==> config.mk <==
export PLATFORM = sky130hd
export DESIGN_NAME = tone_status_collector
export DESIGN_NICKNAME = d
export VERILOG_FILES = /design/src/rtl/tsc_pkg.sv /design/src/rtl/tsc_field_mask.sv /design/src/rtl/tsc_change_track.sv /design/src/rtl/tsc_sticky_flags.sv /design/src/rtl/tone_status_collector.sv
export SDC_FILE = /design/constraint.sdc
export NUM_CORES = 1
export LEC_CHECK = 0
export ABC_AREA = 1
export BUFFER_PORTS_ARGS = -buffer_cell sky130_fd_sc_hd__buf_2
export CAP_MARGIN = 0
export CORE_MARGIN = 4
export CORE_UTILIZATION = 40
export CTS_CLUSTER_SIZE = 14
export DETAILED_ROUTE_END_ITERATION = 6
export PLACE_DENSITY = 0.66
export SYNTH_ARGS = -nofsm -noshare
export SYNTH_HDL_FRONTEND = slang
export SYNTH_SLANG_ARGS = --single-unit
export TNS_END_PERCENT = 10
==> constraint.sdc <==
create_clock -name clk_i -period 1 [get_ports clk_i]
set_input_delay 0.15 -clock clk_i [delete_from_list [all_inputs] [get_ports clk_i]]
set_output_delay 0.15 -clock clk_i [all_outputs]
set_load 0.01 [all_outputs]
==> src/rtl/tsc_pkg.sv <==
package tsc_pkg;
  localparam int SEL_W  = 5;
  localparam int DCS_W  = 3;
  localparam int RSV_W  = 2;
  localparam int SUB_W  = 6;
  localparam int WORD_W = SEL_W + DCS_W + RSV_W + SUB_W;

  localparam int NUM_FLAGS = 3;
  localparam int FLG_SUB   = 0;
  localparam int FLG_DCS   = 1;
  localparam int FLG_SEL   = 2;

  localparam logic [SUB_W-1:0] SUB_NONE    = '0;
  localparam logic [SUB_W-1:0] SUB_INVALID = 6'd55;

  typedef enum logic [DCS_W-1:0] {
    DCS_IDLE    = 3'b000,
    DCS_SEQ     = 3'b010,
    DCS_SEQ_INV = 3'b011,
    DCS_TURNOFF = 3'b111
  } dcs_stat_e;

  typedef struct packed {
    logic [SEL_W-1:0] sel;
    logic [DCS_W-1:0] dcs;
    logic [RSV_W-1:0] rsv;
    logic [SUB_W-1:0] sub;
  } tones_word_t;

  // Legal DCS codes pass; reserved codes collapse to idle.
  function automatic logic [DCS_W-1:0] dcs_filter(input logic [DCS_W-1:0] code);
    case (code)
      DCS_SEQ, DCS_SEQ_INV, DCS_TURNOFF: return code;
      default:                           return DCS_IDLE;
    endcase
  endfunction

  // Field change with one suppressed transition (from -> to).
  function automatic logic quiet_change(input logic [SUB_W-1:0] prev,
                                        input logic [SUB_W-1:0] cur,
                                        input logic [SUB_W-1:0] from_v,
                                        input logic [SUB_W-1:0] to_v);
    return (prev != cur) && !((prev == from_v) && (cur == to_v));
  endfunction
endpackage

==> src/rtl/tsc_field_mask.sv <==
module tsc_field_mask
  import tsc_pkg::*;
(
  input  logic [SUB_W-1:0] subaud_code_i,
  input  logic [DCS_W-1:0] dcs_code_i,
  input  logic [SEL_W-1:0] selcall_code_i,
  input  logic             subaud_en_i,
  input  logic             dcs_en_i,
  input  logic             selcall_en_i,
  input  logic             tx_mode_i,
  output tones_word_t      masked_o
);
  logic [DCS_W-1:0] dcs_legal;
  logic             dcs_active;

  assign dcs_legal  = dcs_en_i ? dcs_filter(dcs_code_i) : '0;
  assign dcs_active = (dcs_legal != '0);

  always_comb begin
    masked_o = '0;
    if (!tx_mode_i) begin
      masked_o.sel = selcall_en_i ? selcall_code_i : '0;
      masked_o.dcs = dcs_legal;
      masked_o.sub = (subaud_en_i && !dcs_active) ? subaud_code_i : '0;
    end
  end
endmodule

==> src/rtl/tsc_change_track.sv <==
module tsc_change_track #(
  parameter int W = 4,
  parameter bit HAS_QUIET = 1'b0,
  parameter logic [W-1:0] QUIET_FROM = '0,
  parameter logic [W-1:0] QUIET_TO   = '0
) (
  input  logic         clk_i,
  input  logic         rst_ni,
  input  logic [W-1:0] cur_i,
  output logic [W-1:0] prev_o,
  output logic         evt_o
);
  always_ff @(posedge clk_i or negedge rst_ni) begin
    if (!rst_ni) prev_o <= '0;
    else         prev_o <= cur_i;
  end

  generate
    if (HAS_QUIET) begin : g_quiet
      assign evt_o = (prev_o != cur_i) &&
                     !((prev_o == QUIET_FROM) && (cur_i == QUIET_TO));
    end else begin : g_plain
      assign evt_o = (prev_o != cur_i);
    end
  endgenerate
endmodule

==> src/rtl/tsc_sticky_flags.sv <==
module tsc_sticky_flags #(
  parameter int N = 3
) (
  input  logic         clk_i,
  input  logic         rst_ni,
  input  logic [N-1:0] set_i,
  input  logic         clr_i,
  input  logic [N-1:0] en_i,
  output logic [N-1:0] flags_o,
  output logic         irq_o
);
  for (genvar i = 0; i < N; i++) begin : g_flag
    always_ff @(posedge clk_i or negedge rst_ni) begin
      if (!rst_ni)       flags_o[i] <= 1'b0;
      else if (set_i[i]) flags_o[i] <= 1'b1;
      else if (clr_i)    flags_o[i] <= 1'b0;
    end
  end

  assign irq_o = |(flags_o & en_i);
endmodule

==> src/rtl/tone_status_collector.sv <==
module tone_status_collector
  import tsc_pkg::*;
(
  input  logic                 clk_i,
  input  logic                 rst_ni,
  input  logic [SUB_W-1:0]     subaud_code_i,
  input  logic [DCS_W-1:0]     dcs_code_i,
  input  logic [SEL_W-1:0]     selcall_code_i,
  input  logic                 subaud_en_i,
  input  logic                 dcs_en_i,
  input  logic                 selcall_en_i,
  input  logic                 tx_mode_i,
  input  logic                 status_rd_i,
  input  logic [NUM_FLAGS-1:0] flag_irq_en_i,
  output logic [WORD_W-1:0]    tones_word_o,
  output logic                 subaud_chg_o,
  output logic                 dcs_chg_o,
  output logic                 selcall_chg_o,
  output logic                 irq_o
);
  tones_word_t            masked;
  tones_word_t            word_q;
  logic [SUB_W-1:0]       sub_prev;
  logic [DCS_W-1:0]       dcs_prev;
  logic [SEL_W-1:0]       sel_prev;
  logic [NUM_FLAGS-1:0]   evt_vec;
  logic [NUM_FLAGS-1:0]   flags;

  tsc_field_mask u_mask (
    .subaud_code_i (subaud_code_i),
    .dcs_code_i    (dcs_code_i),
    .selcall_code_i(selcall_code_i),
    .subaud_en_i   (subaud_en_i),
    .dcs_en_i      (dcs_en_i),
    .selcall_en_i  (selcall_en_i),
    .tx_mode_i     (tx_mode_i),
    .masked_o      (masked)
  );

  always_ff @(posedge clk_i or negedge rst_ni) begin
    if (!rst_ni) word_q <= '0;
    else         word_q <= masked;
  end

  tsc_change_track #(
    .W(SUB_W), .HAS_QUIET(1'b1), .QUIET_FROM(SUB_NONE), .QUIET_TO(SUB_INVALID)
  ) u_trk_sub (
    .clk_i(clk_i), .rst_ni(rst_ni), .cur_i(word_q.sub),
    .prev_o(sub_prev), .evt_o(evt_vec[FLG_SUB])
  );

  tsc_change_track #(.W(DCS_W)) u_trk_dcs (
    .clk_i(clk_i), .rst_ni(rst_ni), .cur_i(word_q.dcs),
    .prev_o(dcs_prev), .evt_o(evt_vec[FLG_DCS])
  );

  tsc_change_track #(.W(SEL_W)) u_trk_sel (
    .clk_i(clk_i), .rst_ni(rst_ni), .cur_i(word_q.sel),
    .prev_o(sel_prev), .evt_o(evt_vec[FLG_SEL])
  );

  tsc_sticky_flags #(.N(NUM_FLAGS)) u_flags (
    .clk_i  (clk_i),
    .rst_ni (rst_ni),
    .set_i  (evt_vec),
    .clr_i  (status_rd_i),
    .en_i   (flag_irq_en_i),
    .flags_o(flags),
    .irq_o  (irq_o)
  );

  assign tones_word_o  = word_q;
  assign subaud_chg_o  = flags[FLG_SUB];
  assign dcs_chg_o     = flags[FLG_DCS];
  assign selcall_chg_o = flags[FLG_SEL];
endmodule

==> flow_summary.toml, run 1 <==
[status]
status = "complete, but fails checks"
violations = "setup timing"

[placement]
numPortBuffers = 41
dpl.hpwl_mm = 1.80
place.gp.congestion = 0.760
post-place-ws_ps = 4.68
dp_cells = 201

[logic_synthesis]
synth-async-reset-ratio = 1.00
synth_area_leaders = "dfrtp_1, nand2_1, inv_1"
synth_cell_types = 19
ys.warnings.count = 0
synth_top_area_share = 0.626
ys_seq_elements = 31
ys_top_cells_by_count = "dfrtp_1, nand2_1, inv_1, nor2_1"
synthCells = 130
syn_area_per_cell_um2 = 9.53
synth_ff_type = "dfrtp_1"
synth_most_common_cell = "dfrtp_1"
syn_area_um2 = 1240
synth-edff-count = 0
synth_top_cell_by_area = "dfrtp_1"
yosysSeqAreaShare = 0.626

[clock_tree]
cts_tree = "done"
cts-root-buf = "clkbuf_4"
cts.path.max_buffers = 2
numCtsBuffers = 5
cts_num_sinks = 31
insertion_delay_ps = 310
path_clk_slew_ps = 90
htree_num_levels = 2

[route]
drt-initial-drc-count = 16
drt_wl_total_mm = 2.31
vias = 970
wl_per_cell_um = 10.9
detail_route.vias_per_cell = 4.55
drc = 0
first_pass_iters = 4
drt.antenna.violating_nets = 0

[power]
cellLeakagePower_uw = 0.000909
power_density_nw_per_um2 = 1450
vdd_ir_drop_max_v = 0.000773

[sta]
fin_crit_ps = 1130
setup_tns_ps = -479
max_freq_ghz = 0.886
rsz0062_at_grt = "true"
setup_violations = 19
fin_ws_ps = -129
final_max_slew_viol_count = 0
skew_ps = 13.2
finalCritPeriodShare = 1.13
hold_viol_final = 0

[finish]
drive_above_1_share = 0.319
final_cells = 213
diodes = 0
areaGrowthSynthToFinish_pct = 27.2
nets = 205

[critical_path]
worst_setup_path_end_kind = "primary output"
cp-start-kind = "register"
path_class = "reg -> out"
required_ps = 850
cp_max_fo = 3
worst_ep_arrival_time_ps = 980

[global_route]
grt_max_degree = 32
antenna_found_initial = 0
grt_first_pass_wirelength_mm = 3.90
grt_overflow = 0
grt_pass1_vias = 960
grt_usage = 0.124

[worst_hold_path]
hold_class = "in -> reg"

[die]
core_um2 = 2850
design.die.area_um2 = 4050
rows = 19
fp.dieH_um = 63.7
die-width_um = 63.7
ios = 44
initial_utilization = 0.434

[run]
drv_cap = 0
worst paths after layout:
path                                                      from                        endpoint  slack, ps  depth (start not counted)
min in group asynchronous                               rst_ni      tones_word_o[12]$_DFF_PN0_        360                          3
worst min register to register      tones_word_o[15]$_DFF_PN0_   u_trk_sel.prev_o[4]$_DFF_PN0_        410                          0
worst max-delay path            u_flags.flags_o[2]$_DFFE_PN0P_                           irq_o       -130                          3
worst max register to register       tones_word_o[3]$_DFF_PN0_  u_flags.flags_o[0]$_DFFE_PN0P_          0                          5
worst min-delay path                          subaud_code_i[2]       tones_word_o[2]$_DFF_PN0_         40                          3
max in group asynchronous                               rst_ni       tones_word_o[5]$_DFF_PN0_        350                          3
cell usage in the layout (no fill, tap or decap), types with 3 or more instances in the layout:
master / n
o21ai_0: 3
nand2_1: 29
buf_2: 40
nor2_1: 20
nand3_1: 3
clkbuf_4: 5
buf_4: 3
dfrtp_1: 31
xnor2_1: 3
inv_1: 22
area by class of cell:
class,count,area (µm²)
fill,260,1280
sequential,31,776
multi-input combinational,74,369
timing repair buffer,46,255
inverter,23,86.3
clock buffer,7,45.0
tap,31,38.8
clock inverter,1,5.00
stage by stage:
stage	cell area, µm²	power [µW]	utilization	hold slack (ps)
CTS	1560	2320	0.545	17.9
global route	1580	2430	0.552	20.2
finish	1580	2290	0.552	36.4
detailed placement	1470	1650	0.514	182
global placement	1470	1640	0.514	175
floorplan	1240	1510	-	-146
critical path, stage by stage, from the launching register on:
cell and delay (ps):
dfrtp_1 400, nand2_1 60, nand3_1 60, buf_2 130
per-layer routing:
layer  track usage  vias up  share of wire
met3        0.0444        4          0.061
met4        0.0647        0          0.020
li1              -      493              -
met5             0        -              0
met2         0.218       29           0.50
met1         0.127      444           0.42
state kept, by name, summed over array words and instances (netlist names):
register	flops
tones_word_o	14
u_trk_sub.prev_o	6
u_trk_sel.prev_o	5
u_flags.flags_o	3
u_trk_dcs.prev_o	3
repair_timing:
action / in CTS / in global routing
endpoints found under the hold margin: 31 / 0
buffers inserted: 3 / 0
gates resized for setup: 1 / 6
setup endpoints to repair: 20 / 20
hold buffers: 1 / 0
pin swaps: 4 / 4
power breakdown:
group / switching [µW] / total, µW / internal (µW)
clock network: 374 / 648 / 274
logic: 154 / 290 / 136
registers: 41.9 / 1350 / 1310
kinds of logic after synthesis:
group           after synthesis  synth area share
flops                        31             0.626
buf+inv                      26            0.0909
other cells                   1           0.00303
xor+xnor                      4            0.0283
simple gates                 62             0.216
compound gates                6            0.0354
(Power assumes the default switching activity.)
==> inputs of run 2 (changes only) <==
==> constraint.sdc (replaced) <==
create_clock -name clk_i -period 1.3 [get_ports clk_i]
set_input_delay 0.195 -clock clk_i [delete_from_list [all_inputs] [get_ports clk_i]]
set_output_delay 0.195 -clock clk_i [all_outputs]
set_load 0.01 [all_outputs]
==> flow_summary.toml, run 2 (same netlist as run 1, synthesis figures left out) <==
[global_route]
grt_first_pass_wirelength_mm = 4.09
grt_use_met1 = 0.151
grt_overflow = 0
grt_usage = 0.133
grt.met2_usage = 0.210
met3_usage = 0.0693
antenna_found_initial = 0
top_usage_layer = "met2"
grt_pass1_vias = 952
grt_max_degree = 32

[status]
status = "finished clean"

[route]
drt.antenna.violating_nets = 0
drt_wl_total_mm = 2.27
drc = 0
wl_per_cell_um = 10.8
drt-initial-drc-count = 18
first_pass_iters = 4
vias = 962
detail_route.vias_per_cell = 4.58

[clock_tree]
htree_num_levels = 2
cts.path.max_buffers = 2
numCtsBuffers = 5
cts_tree = "done"
cts_num_sinks = 31
cts-root-buf = "clkbuf_4"
insertion_delay_ps = 330
path_clk_slew_ps = 100
cts_resized = 0

[sta]
skew_ps = 6.97
fin_ws_ps = 117
hold_slack_ps = 63.8
max_freq_ghz = 0.845
setup_violations = 0
fin_crit_ps = 1180
setup_tns_ps = 0
final_max_slew_viol_count = 0
finalCritPeriodShare = 0.910
hold_viol_final = 0
rsz0062_at_grt = "false"

[finish]
largest_reg_flops = 14
final_area_um2 = 1560
nFillCells = 274
nets = 202
final_cells = 210
drive_above_1_share = 0.296
areaGrowthSynthToFinish_pct = 26.3
layout_commonest_cell = "buf_2"
layout.cells.most_common_list = "buf_2, dfrtp_1, nand2_1"
diodes = 0

[critical_path]
cp-start-kind = "register"
crit_buf_inv = 1
path_class = "reg -> out"
cp_slowest_cell = "dfrtp_1"
cp_max_fo = 3
worst_setup_path_end_kind = "primary output"
worst_ep_arrival_time_ps = 990
required_ps = 1110
critPathMaxStageDelay_ps = 400
crit_path_cell_trace = "nand2_1 > nand3_1 > buf_2"
crit_family = "flip-flops"

[placement]
numPortBuffers = 41
dpl.hpwl_mm = 1.80
dp_cells = 201
post-place-ws_ps = 302
place.gp.congestion = 0.761
placed_area_um2 = 1470

[die]
core_um2 = 2850
rows = 19
design.die.area_um2 = 4050
fp.dieH_um = 63.7
initial_utilization = 0.434
die-width_um = 63.7
ios = 44

[power]
vdd_ir_drop_max_v = 0.000787
cellLeakagePower_uw = 0.000896
power_density_nw_per_um2 = 1290

[worst_hold_path]
hold_class = "in -> reg"

[run]
drv_cap = 0
[run 2: report_power, final]
group	switching [µW]	internal [µW]	leakage (µW)	total (µW)
sequential	29.5	1010	0.000411	1040
clock	312	454	0.0000482	766
combinational	116	94.0	0.000437	210
[run 2: final timing paths]
kind / slack [ps] / endpoint / from / cells past startpoint
worst max-delay path: 120 / irq_o / u_flags.flags_o[0]$_DFFE_PN0P_ / 3
worst min-delay path: 60 / tones_word_o[3]$_DFF_PN0_ / subaud_code_i[3] / 3
worst max register to register: 280 / u_flags.flags_o[0]$_DFFE_PN0P_ / tones_word_o[3]$_DFF_PN0_ / 6
worst min register to register: 420 / u_trk_sel.prev_o[4]$_DFF_PN0_ / tones_word_o[15]$_DFF_PN0_ / 0
max in group asynchronous: 620 / tones_word_o[4]$_DFF_PN0_ / rst_ni / 3
min in group asynchronous: 400 / tones_word_o[12]$_DFF_PN0_ / rst_ni / 3
[run 2: worst min-delay path, delay by kind of cell]
kind                   cells  cell delay, ps
buffers and inverters      2             140
AND/OR/NAND/NOR            1              30
[run 2: final cells by class]
type	count	area [µm²]	share of cell area
Clock buffer	6	51.3	0.0328
Clock inverter	2	35.0	0.0224
Inverter	23	86.3	0.0552
Multi-Input combinational cell	74	354	0.226
Sequential cell	31	776	0.496
Tap cell	31	38.8	0.0248
Timing Repair Buffer	43	223	0.142
[run 2: timing repair]
item                                   in CTS  in global routing
hold buffers                                1                  0
endpoints found under the hold margin      31                  0
buffers inserted                            0                  0
[run 2: per-stage QoR]
| step | power [µW] | utilization |
|---|---|---|
| 3_5_place_dp | 1270 | 0.514 |
| 2_1_floorplan | 1160 | - |
| 6_report | 2010 | 0.548 |
| 3_3_place_gp | 1260 | 0.514 |
| 4_1_cts | 2040 | 0.548 |
| 5_1_grt | 2130 | 0.548 |
[run 2: metal layers]
metal | vias up | wire length, µm
met3 | 5 | 130
met2 | 29 | 1160
met1 | 448 | 935
met5 | - | 0
met4 | 0 | 44
li1 | 480 | -
